===== src/rtl/smb_alert_pkg.sv =====
// Shared constants and types for the alert response responder.
package smb_alert_pkg;

    // Alert query byte: 7-bit address 0001100 followed by the read bit.
    localparam logic [7:0] ARA_QUERY = 8'h19;

    // Bit-level sequence of the responder.
    typedef enum logic [2:0] {
        ST_IDLE,
        ST_ADDR,
        ST_ACK_SETUP,
        ST_ACK,
        ST_TX,
        ST_CTRL_ACK
    } ara_state_t;

endpackage


===== src/rtl/smb_sync.sv =====
// Multi-flop synchronizer for one asynchronous bus line.
// Assumes the line idles at RESET_VAL (bus released is high).
module smb_sync #(
    parameter int   STAGES    = 2,
    parameter logic RESET_VAL = 1'b1
) (
    input  logic clk,
    input  logic rst_n,
    input  logic d,
    output logic q
);
    logic [STAGES-1:0] chain;

    // Shift the raw level through the flop chain.
    always_ff @(posedge clk) begin
        if (!rst_n) chain <= {STAGES{RESET_VAL}};
        else        chain <= {chain[STAGES-2:0], d};
    end

    assign q = chain[STAGES-1];
endmodule


===== src/rtl/smb_bus_events.sv =====
// Detects SCL edges and START/STOP conditions from synchronized lines.
// Assumes both inputs are already synchronized to clk.
module smb_bus_events (
    input  logic clk,
    input  logic rst_n,
    input  logic scl_s,
    input  logic sda_s,
    output logic scl_rise,
    output logic scl_fall,
    output logic start_det,
    output logic stop_det
);
    logic scl_q;
    logic sda_q;

    // Hold the previous sample of each line.
    always_ff @(posedge clk) begin
        if (!rst_n) begin
            scl_q <= 1'b1;
            sda_q <= 1'b1;
        end else begin
            scl_q <= scl_s;
            sda_q <= sda_s;
        end
    end

    // Edge and condition decode from previous and current samples.
    always_comb begin
        scl_rise  = !scl_q && scl_s;
        scl_fall  = scl_q && !scl_s;
        start_det = scl_q && scl_s && sda_q && !sda_s;
        stop_det  = scl_q && scl_s && !sda_q && sda_s;
    end
endmodule


===== src/rtl/smb_ara_fsm.sv =====
// Bit sequencer for the alert response: receives the query byte,
// acknowledges when alert is active, sends {address, cause} with
// arbitration, and flags a win at the controller acknowledge clock.
// Assumes event pulses are single-cycle and derived from synced lines.
module smb_ara_fsm
    import smb_alert_pkg::*;
#(
    parameter int ADDR_W = 7
) (
    input  logic              clk,
    input  logic              rst_n,
    input  logic              scl_rise,
    input  logic              scl_fall,
    input  logic              start_det,
    input  logic              stop_det,
    input  logic              sda_s,
    input  logic              alert_active,
    input  logic [ADDR_W-1:0] own_addr,
    input  logic              cause_hi,
    output logic              sda_oe,
    output logic              win_clear,
    output ara_state_t        state_o
);
    localparam int BYTE_W = ADDR_W + 1;
    localparam int CNT_W  = $clog2(BYTE_W + 1);
    localparam logic [BYTE_W-1:0] QUERY    = BYTE_W'(ARA_QUERY);
    localparam logic [CNT_W-1:0]  LAST_BIT = CNT_W'(BYTE_W - 1);
    localparam logic [CNT_W-1:0]  ALL_BITS = CNT_W'(BYTE_W);

    ara_state_t        state;
    logic [CNT_W-1:0]  bit_cnt;
    logic [BYTE_W-1:0] rx_sr;
    logic [BYTE_W-1:0] tx_sr;
    logic [BYTE_W-1:0] rx_next;

    // Query byte including the bit currently on SDA.
    assign rx_next = {rx_sr[BYTE_W-2:0], sda_s};

    // Bit sequence, SDA drive and win pulse.
    always_ff @(posedge clk) begin
        if (!rst_n) begin
            state     <= ST_IDLE;
            bit_cnt   <= '0;
            rx_sr     <= '0;
            tx_sr     <= '0;
            sda_oe    <= 1'b0;
            win_clear <= 1'b0;
        end else begin
            win_clear <= 1'b0;
            if (start_det) begin
                state   <= ST_ADDR;
                bit_cnt <= '0;
                sda_oe  <= 1'b0;
            end else if (stop_det) begin
                if (state == ST_CTRL_ACK) win_clear <= 1'b1;
                state  <= ST_IDLE;
                sda_oe <= 1'b0;
            end else begin
                case (state)
                    ST_ADDR: begin
                        if (scl_rise) begin
                            rx_sr   <= rx_next;
                            bit_cnt <= bit_cnt + 1'b1;
                            if (bit_cnt == LAST_BIT) begin
                                state <= (rx_next == QUERY && alert_active)
                                         ? ST_ACK_SETUP : ST_IDLE;
                            end
                        end
                    end
                    ST_ACK_SETUP: begin
                        if (scl_fall) begin
                            sda_oe <= 1'b1;
                            state  <= ST_ACK;
                        end
                    end
                    ST_ACK: begin
                        if (scl_fall) begin
                            tx_sr   <= {own_addr, cause_hi};
                            sda_oe  <= !own_addr[ADDR_W-1];
                            bit_cnt <= '0;
                            state   <= ST_TX;
                        end
                    end
                    ST_TX: begin
                        if (scl_rise) begin
                            if (!sda_oe && !sda_s) begin
                                sda_oe <= 1'b0;
                                state  <= ST_IDLE;
                            end else begin
                                bit_cnt <= bit_cnt + 1'b1;
                            end
                        end else if (scl_fall) begin
                            if (bit_cnt == ALL_BITS) begin
                                sda_oe <= 1'b0;
                                state  <= ST_CTRL_ACK;
                            end else begin
                                tx_sr  <= {tx_sr[BYTE_W-2:0], 1'b0};
                                sda_oe <= !tx_sr[BYTE_W-2];
                            end
                        end
                    end
                    ST_CTRL_ACK: begin
                        if (scl_rise) begin
                            win_clear <= 1'b1;
                            state     <= ST_IDLE;
                        end
                    end
                    default: state <= ST_IDLE;
                endcase
            end
        end
    end

    assign state_o = state;
endmodule


===== src/rtl/smb_alert_responder.sv =====
// Top of the alert response responder: synchronizes the bus lines,
// decodes bus events, runs the bit sequencer and holds the alert flag.
// Assumes open-drain SDA (sda_oe=1 pulls low) and that SCL is never
// stretched by this block.
module smb_alert_responder
    import smb_alert_pkg::*;
#(
    parameter int ADDR_W      = 7,
    parameter int SYNC_STAGES = 2
) (
    input  logic              clk,
    input  logic              rst_n,
    input  logic              scl_i,
    input  logic              sda_i,
    output logic              sda_oe,
    input  logic [ADDR_W-1:0] own_addr,
    input  logic              alert_set,
    input  logic              cause_hi,
    output logic              alert_o
);
    localparam int N_LINES = 2;

    logic [N_LINES-1:0] line_raw;
    logic [N_LINES-1:0] line_s;
    logic scl_s, sda_s;
    logic scl_rise, scl_fall, start_det, stop_det;
    logic win_clear;
    ara_state_t fsm_state;

    assign line_raw = {sda_i, scl_i};

    for (genvar g = 0; g < N_LINES; g++) begin : g_sync
        smb_sync #(.STAGES(SYNC_STAGES), .RESET_VAL(1'b1)) u_sync (
            .clk   (clk),
            .rst_n (rst_n),
            .d     (line_raw[g]),
            .q     (line_s[g])
        );
    end

    assign scl_s = line_s[0];
    assign sda_s = line_s[1];

    smb_bus_events u_events (
        .clk       (clk),
        .rst_n     (rst_n),
        .scl_s     (scl_s),
        .sda_s     (sda_s),
        .scl_rise  (scl_rise),
        .scl_fall  (scl_fall),
        .start_det (start_det),
        .stop_det  (stop_det)
    );

    smb_ara_fsm #(.ADDR_W(ADDR_W)) u_fsm (
        .clk          (clk),
        .rst_n        (rst_n),
        .scl_rise     (scl_rise),
        .scl_fall     (scl_fall),
        .start_det    (start_det),
        .stop_det     (stop_det),
        .sda_s        (sda_s),
        .alert_active (alert_o),
        .own_addr     (own_addr),
        .cause_hi     (cause_hi),
        .sda_oe       (sda_oe),
        .win_clear    (win_clear),
        .state_o      (fsm_state)
    );

    // Alert flag: raised by a set pulse, dropped after a won response.
    always_ff @(posedge clk) begin
        if (!rst_n)         alert_o <= 1'b0;
        else if (alert_set) alert_o <= 1'b1;
        else if (win_clear) alert_o <= 1'b0;
    end
endmodule


===== config.mk =====
export PLATFORM = sky130hd
export DESIGN_NAME = smb_alert_responder
export DESIGN_NICKNAME = d
export VERILOG_FILES = /design/src/rtl/smb_alert_pkg.sv /design/src/rtl/smb_sync.sv /design/src/rtl/smb_bus_events.sv /design/src/rtl/smb_ara_fsm.sv /design/src/rtl/smb_alert_responder.sv
export SDC_FILE = /design/constraint.sdc
export NUM_CORES = 1
export LEC_CHECK = 0
export BUFFER_PORTS_ARGS = -buffer_cell sky130_fd_sc_hd__buf_4
export CAP_MARGIN = 5
export CORE_ASPECT_RATIO = 1.2
export CORE_UTILIZATION = 36
export CTS_CLUSTER_DIAMETER = 40
export CTS_CLUSTER_SIZE = 30
export DETAILED_ROUTE_END_ITERATION = 10
export PLACE_DENSITY_LB_ADDON = 0.2
export RECOVER_POWER = 25
export SLEW_MARGIN = 20
export SYNTH_ARGS = -nofsm -noshare
export SYNTH_HDL_FRONTEND = slang
export SYNTH_SLANG_ARGS = --single-unit

===== constraint.sdc =====
create_clock -name clk -period 1.9 [get_ports clk]
set_input_delay 0.19 -clock clk [delete_from_list [all_inputs] [get_ports clk]]
set_output_delay 0.19 -clock clk [all_outputs]
set_load 0.03 [all_outputs]

### Word level (Yosys, flattened, before mapping)

Index checks and enable logic that the tools add are counted.
Widths: inputs -> output; s select.

* add/sub/neg operators: 1
* bitwise operators: 3
* equal/unequal tests: 29
* muxes and demuxes: 36
* reductions and logical operators: 28

Operator list (number)
* $mux 7: 4
* $mux 3: 9
* $ne 2x2->1 const B: 9
* $mux 4: 4
* $ne 4x4->1 const B: 4
* $reduce_and 8->1: 2
* $pmux 3 s5: 1
* $mux 1: 14
* $pmux 7 s2: 1
* $pmux 4 s3: 1
* $ne 5x4->1 const B: 2
* $logic_and 1x1->1: 9
* $eq 8x5->1 const B: 1
* $logic_not 1->1: 7
* $reduce_and 7->1: 1
* $eq 3x2->1 const B: 2
* $eq 3x3->1 const B: 2
* $ne 3x2->1 const B: 2
* $reduce_and 6->1: 1
* $reduce_bool 3->1: 2
* $ne 5x5->1 const B: 1
* $reduce_and 5->1: 1
* $add 4x1->4 const B: 1
* $eq 4x3->1 const B: 1
* other kinds (12): 15

* input port bits: 13
* register bits: 30
* output and inout port bits: 2

### Depth between registers and ports, before layout

* word-level depth: 8
* mapped depth: 6
* depth with buffers taken out: 6

### Cells and area by module

Synthesis repeated with hierarchy kept, for this count alone.

* cell total of the unflattened synthesis: 152
* area, all modules: 1461.4 µm²

By module, submodules not included
* smb_ara_fsm: area each 1229.9 µm², cells an instance 133, times used 1
* smb_sync: area each 52.6 µm², cells an instance 4, times used 2
* smb_bus_events: area each 85.1 µm², cells an instance 8, times used 1
* smb_alert_responder: area each 41.3 µm², cells an instance 3, times used 1

### Worst setup path after synthesis

Ideal clock, no wire load.

* kind: register to register
* from: register g_sync[0].u_sync.chain[1]
* to: register u_fsm.bit_cnt[2]
* path buffers: 0
* cell stages (with the launch flop): 6
* period minus slack after synthesis: 1635 ps
* setup time: 101 ps
* path slack: 265 ps
* data required time: 1799 ps
* data arrival time: 1534 ps
* cell sequence: dfxtp_1 ha_1 nor2b_1 and2_0 or3_1 o41ai_1

* word-level cells in the longest chain between the ends: 5
* elaborated cells between the ends (all ways): 14
* those cells by class: 3 x eq/ne; 1 x bitwise; 10 x reduce/logical

RTL lines
* start, declared: line smb_sync.sv:12 `logic [STAGES-1:0] chain;`
* start signal, assigned: line smb_sync.sv:16 `if (!rst_n) chain <= {STAGES{RESET_VAL}};`
* start signal, assigned: line smb_sync.sv:17 `else chain <= {chain[STAGES-2:0], d};`
* branches (longest 5 deep; another with $reduce_and 6->1)
* end signal, assigned: line smb_ara_fsm.sv:63 `bit_cnt <= bit_cnt + 1'b1;`
* end signal, assigned: line smb_ara_fsm.sv:90 `bit_cnt <= bit_cnt + 1'b1;`
* end, declared: line smb_ara_fsm.sv:31 `logic [CNT_W-1:0] bit_cnt;`

Parallel ways; which one is timed is not known.
A chain may end at the register's enable or synchronous reset.

### Worst setup path in the final report

Same ends and word-level chain as after synthesis.

==> reports/summary.txt <==
Critical Path RT: 2.08 ns
Crit path time final: 1.73 ns
Post-Syn Area per Cell: 9.03 µm²
First-pass GRT wire length: 6000 µm
Outcome: finished, final reports clean
Die W: 63.0 µm
DR WL/cell: 13.3 µm
Top cell type's share of synthesized area: 37.4%
First-pass detailed-route iteration total: 4
Unrepaired setup endpoints after global routing: false
Setup slack, reg-to-reg: 0.17 ns
TritonCTS buffer count: 5
Num Clock Sinks: 30
Headroom to the max-slew limit: 36.1%
Post-synth EDFFs: 0
Most used flip-flop cell after synthesis: dfxtp_1
Syn nets: 197
Congestion Overflow GR: 0
Initial Utilization: 37.7%
Dominant delay contributor by cell family on the critical path: simple AND/OR/NAND/NOR gates
Die ar.: 4740 µm²
IO Port Bufs: 14
DRT antenna net count: 0
Via density: 5.22
Setup Total Neg Slack: 0 ns
Vias after detailed routing: 1342
Cell Area, Placed: 1820 µm²
Hold Path Class: in -> reg
HPWL after DPL: 2590 µm
FF+latch count, synth: 30
Synthesized area: 1610 µm²
Final Cell Area: 1890 µm²
Cell Pwr Density: 642 nW/µm²
Yosys top cell by area: dfxtp_1
Period Utilization, post-route: 91.3%
CP startpoint: g_sync[0].u_sync.chain[1]
Leakage: 0.731 nW
Area grow syn2layout: 17.7%
Clk slew on worst S/H paths: 0.06 ns
Worst-path maximum fanout: 7
Gpl congestion: 0.891
Chip height: 75.2 µm
Cell count after synthesis: 178
Post-synthesis async set-or-reset flop share: 0%
Sequential area share after synthesis: 37.4%
Fmax: 0.577 GHz
Setup-failing EPs final: 0
ANT cells: 0
Slowest stage cell on the critical path: or3_1
Ys Warns: 0
Initial antenna violation count: 0
Worst Path Buf+Inv: 0
Final Slew Violations: 0
RR Startpoint: g_sync[0].u_sync.chain[1]
Crit-path max cell delay: 0.43 ns
Cell variety after synth: 43
Total Power: 1.22 mW
Count leader, synth: dfxtp_1
Critical Path End Type: register
Final Hold Viols: 0
# fillers: 433
Layout net count: 220
Layout cell share with drive strength beyond 1: 19.9%
Startpoint types: register
Crit-path cells: ha_1, nor2b_1, and2_0, or3_1, o41ai_1
Clock Skew: 0.00272 ns
Largest net degree at the start of global routing: 25
Core area: 4260 µm²
Vias in the first global route: 1349
Top post-synthesis cells by count: 30 x dfxtp_1, 20 x nand2_1, 17 x mux2i_1
Final Non-Filler Cells: 257
GRT Total Usage: 16.4%
Top post-synthesis cells by area: dfxtp_1 37%, mux2i_1 11%, ha_1 4.7%
CTS tree: done
WS Path Type: reg -> reg
Iter 0 DRT Violations: 80
Hold Startpoint: scl_i
DP Cell Count: 250
Setup bufs post-CTS: 0
Clock tree buffer depth: 2
H-tree levels: 2
Root Buffer: clkbuf_8
Critical Path AT: 1.91 ns
Final WL: 3420 µm
Worst slew pin tran: 0.959 ns
Insertion delay to the later sink of the worst-skew pair: 0.28 ns
Worst VDD drop: 0.327 mV
FP Rows: 26
Drt drc: 0
Max_cap viols: 0
Boundary Pins: 15
[flip-flops by register name (all words and copies together) (netlist names)]
name                 cells
u_fsm.bit_cnt            4
u_events.scl_q           1
u_fsm.state_o            3
u_fsm.sda_oe             1
alert_o                  1
u_events.sda_q           1
u_fsm.rx_sr              7
u_fsm.tx_sr              7
g_sync.u_sync.chain      4
u_fsm.win_clear          1
[final timing paths]
kind                               endpoint  cells after the start
setup / recovery           u_fsm.bit_cnt[2]                      5
hold / removal    g_sync[0].u_sync.chain[0]                      2
setup reg to reg           u_fsm.bit_cnt[2]                      5
hold reg to reg   g_sync[1].u_sync.chain[1]                      1
[cell type report]
type / instances / area [µm²] / area share, %
Timing Repair Buffer: 23 / 165 / 8.73
Multi-Input combinational cell: 129 / 935 / 49.4
Tap cell: 56 / 70.1 / 3.70
Clock buffer: 7 / 76.3 / 4.03
Sequential cell: 30 / 601 / 31.7
Inverter: 12 / 45.0 / 2.38
[through the flow]
stage / setup WS, ns / utilization (%) / hold slack (ns)
finish: 0.166 / 44.4 / 0.0913
global route: 0.00374 / 44.4 / 0.0906
CTS: 0.117 / 44.5 / 0.0860
detailed placement: 0.129 / 42.7 / 0.379
global placement: 0.191 / 42.7 / 0.375
floorplan: 0.265 / - / 0.291
[repair_timing]
action,4_1_cts,5_1_grt
gates resized for setup,0,1
hold buffers,0,0
endpoints found under the setup margin,0,2
[cells by family after synthesis]
logic type      Yosys count  share of synthesized area (%)
simple gates             65                           22.5
mux                      23                           14.8
fa+ha+maj                 6                           4.67
flops                    30                           37.4
xor+xnor                  1                          0.545
buf+inv                  19                           4.67
compound gates           34                           15.5
[per-layer routing]
metal	global-route usage (%)	vias up	wire, µm
li1	-	675	-
met1	18.2	633	1470
met2	29.5	25	1730
met3	3.94	9	130
met4	8.79	0	87
met5	0	-	0
[layout by cell type (no fill, tap or decap), drive strengths merged, types with 2 or more instances in the layout]
| cell type | count |
|---|---|
| o21a | 2 |
| dfxtp | 30 |
| a21oi | 6 |
| o211ai | 4 |
| or3 | 2 |
| mux2i | 17 |
| and3b | 2 |
| clkbuf | 9 |
| o2111ai | 2 |
| nor2 | 11 |
| ha | 6 |
| nand2 | 21 |
| nand2b | 10 |
| nand3 | 4 |
| or3b | 3 |
| buf | 21 |
| o21ai | 9 |
| mux2 | 6 |
| nand3b | 2 |
| o311ai | 2 |
| nor3 | 2 |
| inv | 11 |
| nor2b | 2 |
| o31ai | 2 |
[power breakdown]
part,internal [mW],switching [mW]
sequential,0.637,0.00635
combinational,0.0482,0.0530
clock,0.251,0.220
Power figures use the tool's default switching activity.
